$ cat config.mk
export PLATFORM = sky130hd
export DESIGN_NAME = bank_addr_ext
export DESIGN_NICKNAME = d
export VERILOG_FILES = /design/src/rtl/bank_ext_pkg.sv /design/src/rtl/bank_op_classify.sv /design/src/rtl/bank_sel_tracker.sv /design/src/rtl/bank_regfile.sv /design/src/rtl/bank_addr_ext.sv
export SDC_FILE = /design/constraint.sdc
export NUM_CORES = 1
export LEC_CHECK = 0
export CORE_ASPECT_RATIO = 0.6
export CORE_MARGIN = 10
export CORE_UTILIZATION = 31
export CTS_CLUSTER_SIZE = 14
export DETAILED_ROUTE_END_ITERATION = 10
export SLEW_MARGIN = 15
export SYNTH_ARGS = -nofsm -noshare
export SYNTH_HDL_FRONTEND = slang
export SYNTH_SLANG_ARGS = --single-unit
$ cat constraint.sdc
create_clock -name clk -period 2.4 [get_ports clk]
set_clock_uncertainty 0.15 [all_clocks]
set_input_delay 0.36 -clock clk [delete_from_list [all_inputs] [get_ports clk]]
set_output_delay 0.36 -clock clk [all_outputs]
set_load 0.02 [all_outputs]
$ cat src/rtl/bank_ext_pkg.sv
package bank_ext_pkg;

  // Index of a bank register
  typedef enum logic [1:0] {
    BK0 = 2'd0,
    BK1 = 2'd1,
    BK2 = 2'd2,
    BK3 = 2'd3
  } bank_id_t;

  // Class of a fetched opcode, as this block sees it
  typedef enum logic [1:0] {
    OPK_PLAIN  = 2'd0,
    OPK_PREFIX = 2'd1,
    OPK_DEDIC  = 2'd2
  } op_kind_t;

endpackage

$ cat src/rtl/bank_op_classify.sv
module bank_op_classify
  import bank_ext_pkg::*;
#(
  parameter int         OP_W      = 8,
  parameter logic [7:0] PFX_K1    = 8'h83,
  parameter logic [7:0] PFX_K2    = 8'hC3,
  parameter logic [7:0] PFX_K3    = 8'h43,
  parameter logic [7:0] LD_ABS    = 8'h0B,
  parameter logic [7:0] LD_XIND   = 8'h1B,
  parameter logic [7:0] LD_INDY   = 8'h2B,
  parameter logic [7:0] ST_ABS    = 8'h3B,
  parameter logic [7:0] ST_XIND   = 8'h4B,
  parameter logic [7:0] ST_INDY   = 8'h5B
) (
  input  logic [OP_W-1:0] op_byte,
  output op_kind_t        kind,
  output bank_id_t        bank
);

  logic is_pfx1, is_pfx2, is_pfx3;
  logic is_load, is_store;

  always_comb begin
    is_pfx1  = (op_byte == PFX_K1);
    is_pfx2  = (op_byte == PFX_K2);
    is_pfx3  = (op_byte == PFX_K3);
    is_load  = (op_byte == LD_ABS) || (op_byte == LD_XIND) || (op_byte == LD_INDY);
    is_store = (op_byte == ST_ABS) || (op_byte == ST_XIND) || (op_byte == ST_INDY);
  end

  // Prefix codes take priority over the dedicated opcodes
  always_comb begin
    kind = OPK_PLAIN;
    bank = BK0;
    if (is_pfx1) begin
      kind = OPK_PREFIX;
      bank = BK1;
    end else if (is_pfx2) begin
      kind = OPK_PREFIX;
      bank = BK2;
    end else if (is_pfx3) begin
      kind = OPK_PREFIX;
      bank = BK3;
    end else if (is_load) begin
      kind = OPK_DEDIC;
      bank = BK2;
    end else if (is_store) begin
      kind = OPK_DEDIC;
      bank = BK1;
    end
  end

endmodule

$ cat src/rtl/bank_sel_tracker.sv
module bank_sel_tracker
  import bank_ext_pkg::*;
(
  input  logic     clk,
  input  logic     rst_n,
  input  logic     op_fetch,
  input  op_kind_t kind,
  input  bank_id_t kind_bank,
  input  logic     data_final,
  output logic     sel_active,
  output bank_id_t sel_bank
);

  logic     armed_q, armed_d;
  logic     act_q, act_d;
  bank_id_t sel_q, sel_d;
  logic     st_en;

  // The state moves only on opcode fetches and final data cycles
  always_comb begin
    st_en = op_fetch || data_final;
  end

  always_comb begin
    armed_d = armed_q;
    act_d   = act_q;
    sel_d   = sel_q;
    if (op_fetch) begin
      if (kind == OPK_PREFIX) begin
        // A new prefix replaces whatever an earlier prefix chose
        armed_d = 1'b1;
        act_d   = 1'b0;
        sel_d   = kind_bank;
      end else if (armed_q) begin
        // The prefixed instruction starts; the prefix bank is kept
        armed_d = 1'b0;
        act_d   = 1'b1;
      end else if (kind == OPK_DEDIC) begin
        act_d   = 1'b1;
        sel_d   = kind_bank;
      end else begin
        act_d   = 1'b0;
        sel_d   = BK0;
      end
    end else if (data_final) begin
      act_d = 1'b0;
      sel_d = BK0;
    end
  end

  always_ff @(posedge clk or negedge rst_n) begin
    if (!rst_n) begin
      armed_q <= 1'b0;
      act_q   <= 1'b0;
      sel_q   <= BK0;
    end else if (st_en) begin
      armed_q <= armed_d;
      act_q   <= act_d;
      sel_q   <= sel_d;
    end
  end

  assign sel_active = act_q;
  assign sel_bank   = sel_q;

endmodule

$ cat src/rtl/bank_regfile.sv
module bank_regfile #(
  parameter int BANK_W    = 8,
  parameter int NUM_BANKS = 4,
  localparam int SEL_W    = $clog2(NUM_BANKS)
) (
  input  logic                        clk,
  input  logic                        rst_n,
  input  logic                        wr_en,
  input  logic [SEL_W-1:0]            wr_sel,
  input  logic [BANK_W-1:0]           wr_data,
  input  logic [SEL_W-1:0]            rd_idx,
  output logic [BANK_W-1:0]           rd_data,
  output logic [NUM_BANKS*BANK_W-1:0] bank_flat
);

  for (genvar i = 0; i < NUM_BANKS; i++) begin : g_bank
    logic              en;
    logic [BANK_W-1:0] q, d;

    always_comb begin
      en = wr_en && (wr_sel == SEL_W'(i));
      d  = en ? wr_data : q;
    end

    always_ff @(posedge clk or negedge rst_n) begin
      if (!rst_n) q <= '0;
      else if (en) q <= d;
    end

    assign bank_flat[i*BANK_W +: BANK_W] = q;
  end

  // Reads see the registered values, so a write shows up one cycle later
  assign rd_data = bank_flat[rd_idx*BANK_W +: BANK_W];

endmodule

$ cat src/rtl/bank_addr_ext.sv
module bank_addr_ext
  import bank_ext_pkg::*;
#(
  parameter int         ADDR_W  = 16,
  parameter int         BANK_W  = 8,
  parameter int         OP_W    = 8,
  parameter logic [7:0] LD_ABS  = 8'h0B,
  parameter logic [7:0] LD_XIND = 8'h1B,
  parameter logic [7:0] LD_INDY = 8'h2B,
  parameter logic [7:0] ST_ABS  = 8'h3B,
  parameter logic [7:0] ST_XIND = 8'h4B,
  parameter logic [7:0] ST_INDY = 8'h5B
) (
  input  logic                     clk,
  input  logic                     rst_n,
  input  logic [ADDR_W-1:0]        core_addr,
  input  logic                     op_fetch,
  input  logic [OP_W-1:0]          op_byte,
  input  logic                     is_code,
  input  logic                     last_cycle,
  input  logic                     bank_wr_en,
  input  logic [1:0]               bank_wr_sel,
  input  logic [BANK_W-1:0]        bank_wr_data,
  output logic [ADDR_W+BANK_W-1:0] bus_addr
);

  localparam int NUM_BANKS = 4;
  localparam int SEL_W     = $clog2(NUM_BANKS);

  // Reset: asserted asynchronously, released on a clock edge
  logic rst_meta_q, rst_sync_n;

  always_ff @(posedge clk or negedge rst_n) begin
    if (!rst_n) begin
      rst_meta_q <= 1'b0;
      rst_sync_n <= 1'b0;
    end else begin
      rst_meta_q <= 1'b1;
      rst_sync_n <= rst_meta_q;
    end
  end

  op_kind_t                    op_kind;
  bank_id_t                    op_bank;
  logic                        data_final;
  logic                        sel_act;
  bank_id_t                    sel_bank;
  logic [SEL_W-1:0]            rd_idx;
  logic [BANK_W-1:0]           rd_val;
  logic [NUM_BANKS*BANK_W-1:0] bank_flat;

  always_comb begin
    data_final = !is_code && last_cycle && !op_fetch;
  end

  // Only a final data cycle may use a bank other than bank 0
  always_comb begin
    rd_idx = (sel_act && data_final) ? SEL_W'(sel_bank) : SEL_W'(BK0);
  end

  bank_op_classify #(
    .OP_W   (OP_W),
    .LD_ABS (LD_ABS),
    .LD_XIND(LD_XIND),
    .LD_INDY(LD_INDY),
    .ST_ABS (ST_ABS),
    .ST_XIND(ST_XIND),
    .ST_INDY(ST_INDY)
  ) u_classify (
    .op_byte(op_byte),
    .kind   (op_kind),
    .bank   (op_bank)
  );

  bank_sel_tracker u_track (
    .clk       (clk),
    .rst_n     (rst_sync_n),
    .op_fetch  (op_fetch),
    .kind      (op_kind),
    .kind_bank (op_bank),
    .data_final(data_final),
    .sel_active(sel_act),
    .sel_bank  (sel_bank)
  );

  bank_regfile #(
    .BANK_W   (BANK_W),
    .NUM_BANKS(NUM_BANKS)
  ) u_regs (
    .clk      (clk),
    .rst_n    (rst_n),
    .wr_en    (bank_wr_en && rst_sync_n),
    .wr_sel   (bank_wr_sel),
    .wr_data  (bank_wr_data),
    .rd_idx   (rd_idx),
    .rd_data  (rd_val),
    .bank_flat(bank_flat)
  );

  assign bus_addr = {rd_val, core_addr};

endmodule

# ---- After elaboration in Yosys (flattened, before gate mapping)
# Index checks and enable logic that the tools add are counted.
dict set report word_totals {
  wordCells 67
  input_bits 40
  ff_bits 38
  output_inout_bits 24
}
dict set report op_classes {
  mux 22
  shifts 1
  eq_ne 15
  n_reduce_logical 20
}
# cell count
set ops {}
lappend ops {{32-bit by 6-bit variable part select with 8-bit output} 1}
lappend ops {{2-bit two-way mux} 15}
lappend ops {{8-bit by 7-bit equality test with 1-bit output (second input constant)} 3}
lappend ops {{8-bit by 6-bit equality test with 1-bit output (second input constant)} 2}
lappend ops {{8-bit equality test (second input constant)} 2}
lappend ops {{8-bit by 4-bit equality test with 1-bit output (second input constant)} 1}
lappend ops {{8-bit by 5-bit equality test with 1-bit output (second input constant)} 1}
lappend ops {{1-bit logical AND} 8}
lappend ops {{1-bit two-way mux} 7}
lappend ops {{2-bit equality test (second input constant)} 3}
lappend ops {{1-bit logical OR} 5}
lappend ops {{2-bit by 1-bit equality test with 1-bit output (second input constant)} 2}
lappend ops {{2-bit AND reduction} 2}
lappend ops {{3-bit != test (second input constant)} 1}
lappend ops {{3-bit AND reduction} 1}
lappend ops {{1-bit logical NOT} 2}
lappend ops {{2-bit logical NOT} 1}
lappend ops {{2-bit nonzero test} 1}

# ---- Longest topological paths before layout
# Gate-level depths: netlist of run 1.
dict set report logic_depth {
  word_depth 13
  mapped_depth 5
  mapped_depth_nobuf 4
}

# ---- By module
# A second synthesis of run 1 with hierarchy kept.
dict set report hier_totals {
  hier_cells 137
  area_unflattened_um2 1934.4
}
# mod area_each_um2 cells_each seq_area_each_um2 instances
set by_module_without_submodules {}
lappend by_module_without_submodules {bank_regfile 1401.3 78 800.8 1}
lappend by_module_without_submodules {bank_addr_ext 205.2 23 50.0 1}
lappend by_module_without_submodules {bank_sel_tracker 201.4 18 100.1 1}
lappend by_module_without_submodules {bank_op_classify 126.4 18 0.0 1}

# ---- Worst setup path after synthesis of run 1
# No wires, ideal clock.
dict set report synth_path {
  kind {input-to-output}
  startpoint {in last_cycle}
  endpoint {out bus_addr[16]}
  required_time_ns 1.890
  path_stages 5
  setup_slack_ns 0.297
  n_path_buf 1
  arrival_time_ns 1.593
  cell_sequence {nor2b_1 > nand3_2 > buf_2 > mux2i_1 > mux2i_1}
}
dict set report synth_between {
  elab_chain_len 5
}
# element line
set synth_rtl {}
lappend synth_rtl {{start, declared} bank_addr_ext.sv:20} ;# input logic last_cycle,
lappend synth_rtl {{1-bit logical AND (2 in a row)} bank_addr_ext.sv:53} ;# data_final = !is_code && last_cycle && !op_fetch;
lappend synth_rtl {{1-bit logical AND} bank_addr_ext.sv:58} ;# rd_idx = (sel_act && data_final) ? SEL_W'(sel_bank) : SEL_W'(BK0);
lappend synth_rtl {{2-bit two-way mux} bank_addr_ext.sv:58}
lappend synth_rtl {{32-bit by 6-bit variable part select with 8-bit output} bank_regfile.sv:34} ;# assign rd_data = bank_flat[rd_idx*BANK_W +: BANK_W];
lappend synth_rtl {{end, declared} bank_addr_ext.sv:24} ;# output logic [ADDR_W+BANK_W-1:0] bus_addr
# Every way passes these cells.

# ---- Worst setup path after layout of run 1
dict set report layout_path {
  startpoint {in last_cycle}
  endpoint {out bus_addr[20]}
}
# Same word-level chain as after synthesis.

==> metrics.md, run 1 <==
| Metric | Value |
|---|---|
| Status | `complete, no violations` |
| Setup CP Type | `in -> out` |
| Async set-or-reset flop fraction in the synthesized netlist | `1.00` |
| Initial antenna violation count | `0` |
| Max rail drop VDD | `0.265 mV` |
| Placed cell count | `259` |
| Sequential-to-total area share from yosys stat | `0.497` |
| Placer Congestion | `0.777` |
| Type of the tightest min-delay check | `reg -> reg` |
| Wirelength, routed | `4.16 mm` |
| Combinational Power Share | `0.215` |
| Vias per inst | `4.69` |
| Antenna viol nets, final | `0` |
| Synthesized instance count | `152` |
| Clk sink count | `38` |
| Synthesized Nets | `192` |
| Leakage power total | `1.07 nW` |
| Syn-to-layout area delta | `22.2%` |
| RSZ-0062 raised after global routing | `false` |
| Internal power | `0.00119 W` |
| TritonCTS clock tree | `built` |
| Number of synthesized register bits | `38` |
| Clock root buffer | `clkbuf_8` |
| Post-synthesis cell area | `1910 um^2` |
| Max cap viols | `0` |
| Number of warnings printed during yosys synthesis | `0` |
| IO Count | `64` |
| Die height | `80.9 um` |
| Die extent in x | `121 um` |
| Average detailed-routed wire length per instance | `15.5 um` |
| Post-Layout Cell Count | `268` |
| Final instance area | `2340 um^2` |
| Number of port buffers | `31` |
| Max Buffers Root-to-Sink | `2` |
| First-pass GRT wire length | `6.73 mm` |
| Fmax achieved | `0.439 GHz` |
| Cell row count | `22` |
| Effective utilization at floorplan | `0.316` |
| Endpoint class of the critical path | `output pin` |
| Via count of the routed design | `1256` |
| CP Data Arrival Time | `1.77 ns` |
| Clk pwr share | `0.275` |
| Sequential power share | `0.510` |
| Switching power as a share of total power | `0.260` |
| Time the final worst path needs with I/O delays and setup | `2.28 ns` |
| Number of flops mapped to enable cells by yosys | `0` |
| Unique masters post-synth | `28` |
| Area of placed instances | `2280 um^2` |
| Pin count of the biggest net entering global routing | `35` |
| CTS clock-pin slew for the worst setup and hold paths | `0.07 ns` |
| Total Die Area | `9820 um^2` |
| Vias in the first global route | `1292` |
| ANT cells | `0` |
| Setup crit start kind | `input port` |
| Setup Viol. Count Final | `0` |
| Max Transition Viols Final | `0` |
| Core Box Area | `6060 um^2` |
| Final clock period utilization by the worst path | `0.950` |
| Fin. Hold Viols | `0` |
| Power per Cell Area | `686 nW/um^2` |
| Top fanout value on the critical path | `6` |
| Worst-skew pair later-pin latency | `0.28 ns` |
| Post-DP HPWL | `2.98 mm` |
| Num CTS Buffers | `5` |
| Number of nets in the final layout | `223` |
| Layout cell share with drive strength beyond 1 | `0.348` |
| Library cell occupying the most area in the post-synthesis netlist | `dfrtp_1` |
| Overall overflow remaining after global route | `0` |
| Mean area per synthesized cell | `12.6 um^2` |
| Primary FF master, synth | `dfrtp_1` |
| H-tree level count | `2` |
| First-pass detailed-route iteration total | `4` |
| Switching Power | `0.000418 W` |
| First-iteration detailed-routing DRC count | `69` |
| Portion of synthesized cell area occupied by the leading cell type | `0.497` |
| Most area-consuming cells after synthesis | `dfrtp_1, mux2_2, mux2i_1` |
| WP data required | `1.89 ns` |
| Accumulated negative setup slack | `0 ns` |
| Overall track demand over capacity in global routing | `0.0873` |
| DRC violation count after routing | `0` |
==> layout make-up <==
cell class / count / area, um^2
Timing Repair Buffer: 42 / 355
Fill cell: 610 / 3720
Multi-Input combinational cell: 94 / 830
Tap cell: 84 / 105
Sequential cell: 38 / 951
Clock inverter: 1 / 5.00
Clock buffer: 7 / 86.3
Inverter: 2 / 7.51
==> metrics by stage <==
step / power [W] / setup WS [ns] / utilization / hold slack [ns]
after floorplan: 0.00108 / 0.297 / - / -0.0918
after global routing: 0.00171 / 0.0338 / 0.386 / 0.214
after global placement: 0.00120 / -0.419 / 0.376 / -0.0524
final: 0.00161 / 0.121 / 0.386 / 0.200
after detailed placement: 0.00121 / -0.422 / 0.376 / -0.0511
after CTS: 0.00165 / 0.00107 / 0.394 / 0.203
==> cells in the mapped netlist (2+ instances only) <==
cell type	number
a211oi_1	2
a21oi_1	3
buf_4	16
dfrtp_1	38
inv_1	2
mux2_2	33
mux2i_1	17
nand2_1	6
nand2b_1	2
nor2_1	4
nor2b_1	2
nor3_1	3
o211ai_1	2
o22ai_1	8
==> power by group through the flow <==
stage          clock network (W)  logic (W)  registers, W
3_3_place_gp                   0   0.000373      0.000831
3_5_place_dp                   0   0.000379      0.000832
6_report                0.000441   0.000346      0.000819
2_1_floorplan                  0   0.000265      0.000815
5_1_grt                 0.000492   0.000381      0.000835
4_1_cts                 0.000461   0.000370      0.000819
==> worst max-delay path: stages <==
cell,delay (ns)
clkdlybuf4s50_1,0.45
nor2b_2,0.20
nand3_2,0.12
buf_4,0.18
mux2i_1,0.12
mux2i_1,0.15
buf_2,0.19
==> repair_timing <==
| action | 4_1_cts | 5_1_grt |
|---|---|---|
| endpoints found under the setup margin | 8 | 8 |
| hold endpoints to repair | 4 | 0 |
| cloned | 0 | 0 |
| hold buffers | 1 | 0 |
| pin swaps | 0 | 0 |
| gates resized for setup | 20 | 9 |
| buffers inserted | 0 | 0 |
==> final timing paths <==
path / start / endpoint / slack (ns) / cells past startpoint
setup reg to reg: rst_sync_n / u_regs.g_bank[1].q[2] / 0.76 / 4
hold / removal: rst_meta_q / rst_sync_n / 0.20 / 0
min in group asynchronous: rst_n / u_regs.g_bank[1].q[6] / 0.33 / 2
setup / recovery: last_cycle / bus_addr[20] / 0.12 / 7
max in group asynchronous: rst_sync_n / u_track.sel_bank[1] / 1.31 / 1
hold reg to reg: rst_meta_q / rst_sync_n / 0.20 / 0
==> kinds of logic (layout without fill, tap and decap cells) <==
family / Yosys count / after routing / synth area share
mux: 50 / 50 / 0.283
flops: 38 / 38 / 0.497
simple gates: 25 / 25 / 0.0817
buf+inv: 20 / 52 / 0.0712
compound gates: 18 / 18 / 0.0654
other cells: 1 / 1 / 0.00196
==> flip-flops by register name, summed over array words and instances (netlist names) <==
| name | count |
|---|---|
| rst_meta_q | 1 |
| rst_sync_n | 1 |
| u_regs.g_bank.q | 32 |
| u_track.armed_q | 1 |
| u_track.sel_active | 1 |
| u_track.sel_bank | 2 |
==> cell usage in the layout, fill, tap and decap left out, drive strengths merged, types with 2 or more instances in the layout <==
master | Yosys | routed
nand2 | 6 | 6
inv | 2 | 2
clkdlybuf4s50 | 0 | 23
nand3 | 2 | 2
a211oi | 2 | 2
o211ai | 2 | 2
buf | 17 | 14
clkbuf | 1 | 11
dfrtp | 38 | 38
a21oi | 3 | 3
nor3 | 4 | 4
nor2 | 4 | 4
nand2b | 2 | 2
mux2i | 17 | 17
o22ai | 9 | 9
nor2b | 2 | 2
mux2 | 33 | 33
==> routing by layer <==
metal | vias to the layer above | track usage | part of all wire
li1 | 604 | - | -
met1 | 619 | 0.118 | 0.51
met2 | 28 | 0.119 | 0.41
met3 | 5 | 0.0450 | 0.066
met4 | 0 | 0.0213 | 0.0058
met5 | - | 0 | 0
(Power assumes the default switching activity.)
==> run 2, diff against run 1 <==
==> constraint.sdc (replaced) <==
create_clock -name clk -period 2.58 [get_ports clk]
set_clock_uncertainty 0.15 [all_clocks]
set_input_delay 0.387 -clock clk [delete_from_list [all_inputs] [get_ports clk]]
set_output_delay 0.387 -clock clk [all_outputs]
set_load 0.02 [all_outputs]
==> metrics.md, run 2 (synthesis gave the netlist of run 1 again) <==
| Metric | Value |
|---|---|
| Leakage power total | `1.09 nW (was 1.07 nW)` |
| Final clock period utilization by the worst path | `0.957` |
| Flip-flop count of the largest register after layout | `32 (unchanged)` |
| Number of inserted filler cells in the final layout | `609 (was 610)` |
| Via count of the routed design | `1222 (was 1256)` |
| Num CTS Buffers | `5 (unchanged)` |
| Max Transition Viols Final | `0 (unchanged)` |
| Vias in the first global route | `1316 (was 1292)` |
| DRC violation count after routing | `0 (unchanged)` |
| Post-DP HPWL | `3.07 mm (was 2.98 mm)` |
| Least setup slack across all paths after layout | `0.111 ns (was 0.121 ns)` |
| Max rail drop VDD | `0.236 mV (was 0.265 mV)` |
| First-pass detailed-route iteration total | `4 (unchanged)` |
| Wirelength, routed | `4.26 mm (was 4.16 mm)` |
| Number of port buffers | `31 (unchanged)` |
| First-iteration detailed-routing DRC count | `50 (was 69)` |
| IO Count | `64 (unchanged)` |
| First-pass GRT wire length | `7.09 mm (was 6.73 mm)` |
| Endpoint class of the critical path | `output pin (unchanged)` |
| Most frequent cells in the layout | `dfrtp_1, mux2_2, clkdlybuf4s50_1 (unchanged)` |
| Setup Slack @ Placement | `-0.304 ns (was -0.422 ns)` |
| H-tree level count | `2 (unchanged)` |
| Multi-input gate area | `830 um^2 (unchanged)` |
| Effective utilization at floorplan | `0.316 (unchanged)` |
| Seq. cell area | `951 um^2 (unchanged)` |
| Total Die Area | `9820 um^2 (unchanged)` |
| Max-slew headroom at the worst pin | `0.641` |
| WP data required | `2.04 ns (was 1.89 ns)` |
| Slew of the pin with the lowest slew margin | `0.538 ns` |
| Core Box Area | `6060 um^2 (unchanged)` |
| Average detailed-routed wire length per instance | `16.0 um (was 15.5 um)` |
| Placer Congestion | `0.774 (was 0.777)` |
| Overall overflow remaining after global route | `0 (unchanged)` |
| Accumulated negative setup slack | `0 ns (unchanged)` |
| Syn-to-layout area delta | `25.3% (was 22.2%)` |
| Clock root buffer | `clkbuf_8 (unchanged)` |
| CP Data Arrival Time | `1.93 ns (was 1.77 ns)` |
| Max Buffers Root-to-Sink | `2 (unchanged)` |
| Max cap viols | `0 (unchanged)` |
| Placed cell count | `258 (was 259)` |
| Setup Viol. Count Final | `0 (unchanged)` |
| Type of the tightest min-delay check | `reg -> reg (unchanged)` |
| TritonCTS clock tree | `built (unchanged)` |
| Register containing the most flip-flops in the final layout | `u_regs.g_bank.q (unchanged)` |
| Pin count of the biggest net entering global routing | `35 (unchanged)` |
| Setup CP Type | `in -> out (unchanged)` |
| Count of buffers added by post-CTS timing repair for setup | `0 (unchanged)` |
| Die extent in x | `121 um (unchanged)` |
| Fin. Hold Viols | `0 (unchanged)` |
| Layout cell share with drive strength beyond 1 | `0.328 (was 0.348)` |
| Cell row count | `22 (unchanged)` |
| Top fanout value on the critical path | `6 (unchanged)` |
| Power per Cell Area | `716 nW/um^2 (was 686 nW/um^2)` |
| RSZ-0062 raised after global routing | `false (unchanged)` |
| Antenna viol nets, final | `0 (unchanged)` |
| Post-Layout Cell Count | `267 (was 268)` |
| Status | `complete, no violations (unchanged)` |
| Clk sink count | `38 (unchanged)` |
| Vias per inst | `4.58 (was 4.69)` |
| Die height | `80.9 um (unchanged)` |
| Overall track demand over capacity in global routing | `0.0933 (was 0.0873)` |
| Time the final worst path needs with I/O delays and setup | `2.47 ns` |
| ANT cells | `0 (unchanged)` |
| CTS clock-pin slew for the worst setup and hold paths | `0.08 ns (was 0.07 ns)` |
| Number of nets in the final layout | `222 (was 223)` |
| Most frequent standard cell in the layout excluding fill and tap cells | `dfrtp_1 (unchanged)` |
| Initial antenna violation count | `0 (unchanged)` |
| Fmax achieved | `0.405 GHz` |
| Worst-skew pair later-pin latency | `0.29 ns (was 0.28 ns)` |
| Setup crit start kind | `input port (unchanged)` |
| Share of the core filled with cells in the final layout | `0.396 (was 0.386)` |
run 2: worst max-delay path: stages:
cell and delay, ns:
clkdlybuf4s50_1 0.45, nor2b_2 0.19, nand3_2 0.12, buf_4 0.18
mux2i_1 0.12, mux2i_1 0.14, dlygate4sd2_1 0.35
run 2: final timing paths:
check	start	slack, ns	cells past startpoint	end
setup / recovery	last_cycle	0.11	7	bus_addr[23]
hold / removal	rst_meta_q	0.21	0	rst_sync_n
setup reg to reg	rst_sync_n	0.92	4	u_regs.g_bank[1].q[2]
hold reg to reg	rst_meta_q	0.21	0	rst_sync_n
max in group asynchronous	rst_sync_n	1.50	1	u_track.sel_active
min in group asynchronous	rst_n	0.36	2	u_regs.g_bank[1].q[6]
run 2: where the power goes:
| part | leakage, nW | switching, W | internal [W] |
|---|---|---|---|
| sequential | 0.463 | 0.0000550 | 0.000708 |
| combinational | 0.558 | 0.000141 | 0.000185 |
| clock | 0.0714 | 0.000218 | 0.000413 |
| total | 1.09 | 0.000413 | 0.00131 |
run 2: timing repair:
| item | CTS | global route |
|---|---|---|
| endpoints found under the hold margin | 4 | 0 |
| hold buffers | 1 | 0 |
| gates cloned | 0 | 0 |
| setup endpoints to repair | 8 | 4 |
| resized for setup | 9 | 8 |
run 2: area by class of cell:
cell class / count / area share
flip-flops and latches: 38 / 0.396
clock buffers: 6 / 0.0344
well taps: 84 / 0.0438
clock inverters: 2 / 0.0250
inverters: 2 / 0.00313
multi-input cells: 94 / 0.346
repair buffers: 41 / 0.151
run 2: through the flow:
stage	hold WS, ns	power [W]	instance area, um^2
finish	0.207	0.00172	2400
global route	0.221	0.00181	2400
CTS	0.206	0.00174	2410
detailed placement	-0.0462	0.00113	2270
global placement	-0.0534	0.00112	2270
floorplan	-0.0918	0.00100	1910
run 2: per-layer routing:
metal | share of wire | up-vias | global-route usage
met5 | 0 | - | 0
met1 | 0.52 | 594 | 0.124
met3 | 0.054 | 5 | 0.0436
li1 | - | 601 | -
met4 | 0.0092 | 0 | 0.0284
met2 | 0.42 | 22 | 0.131
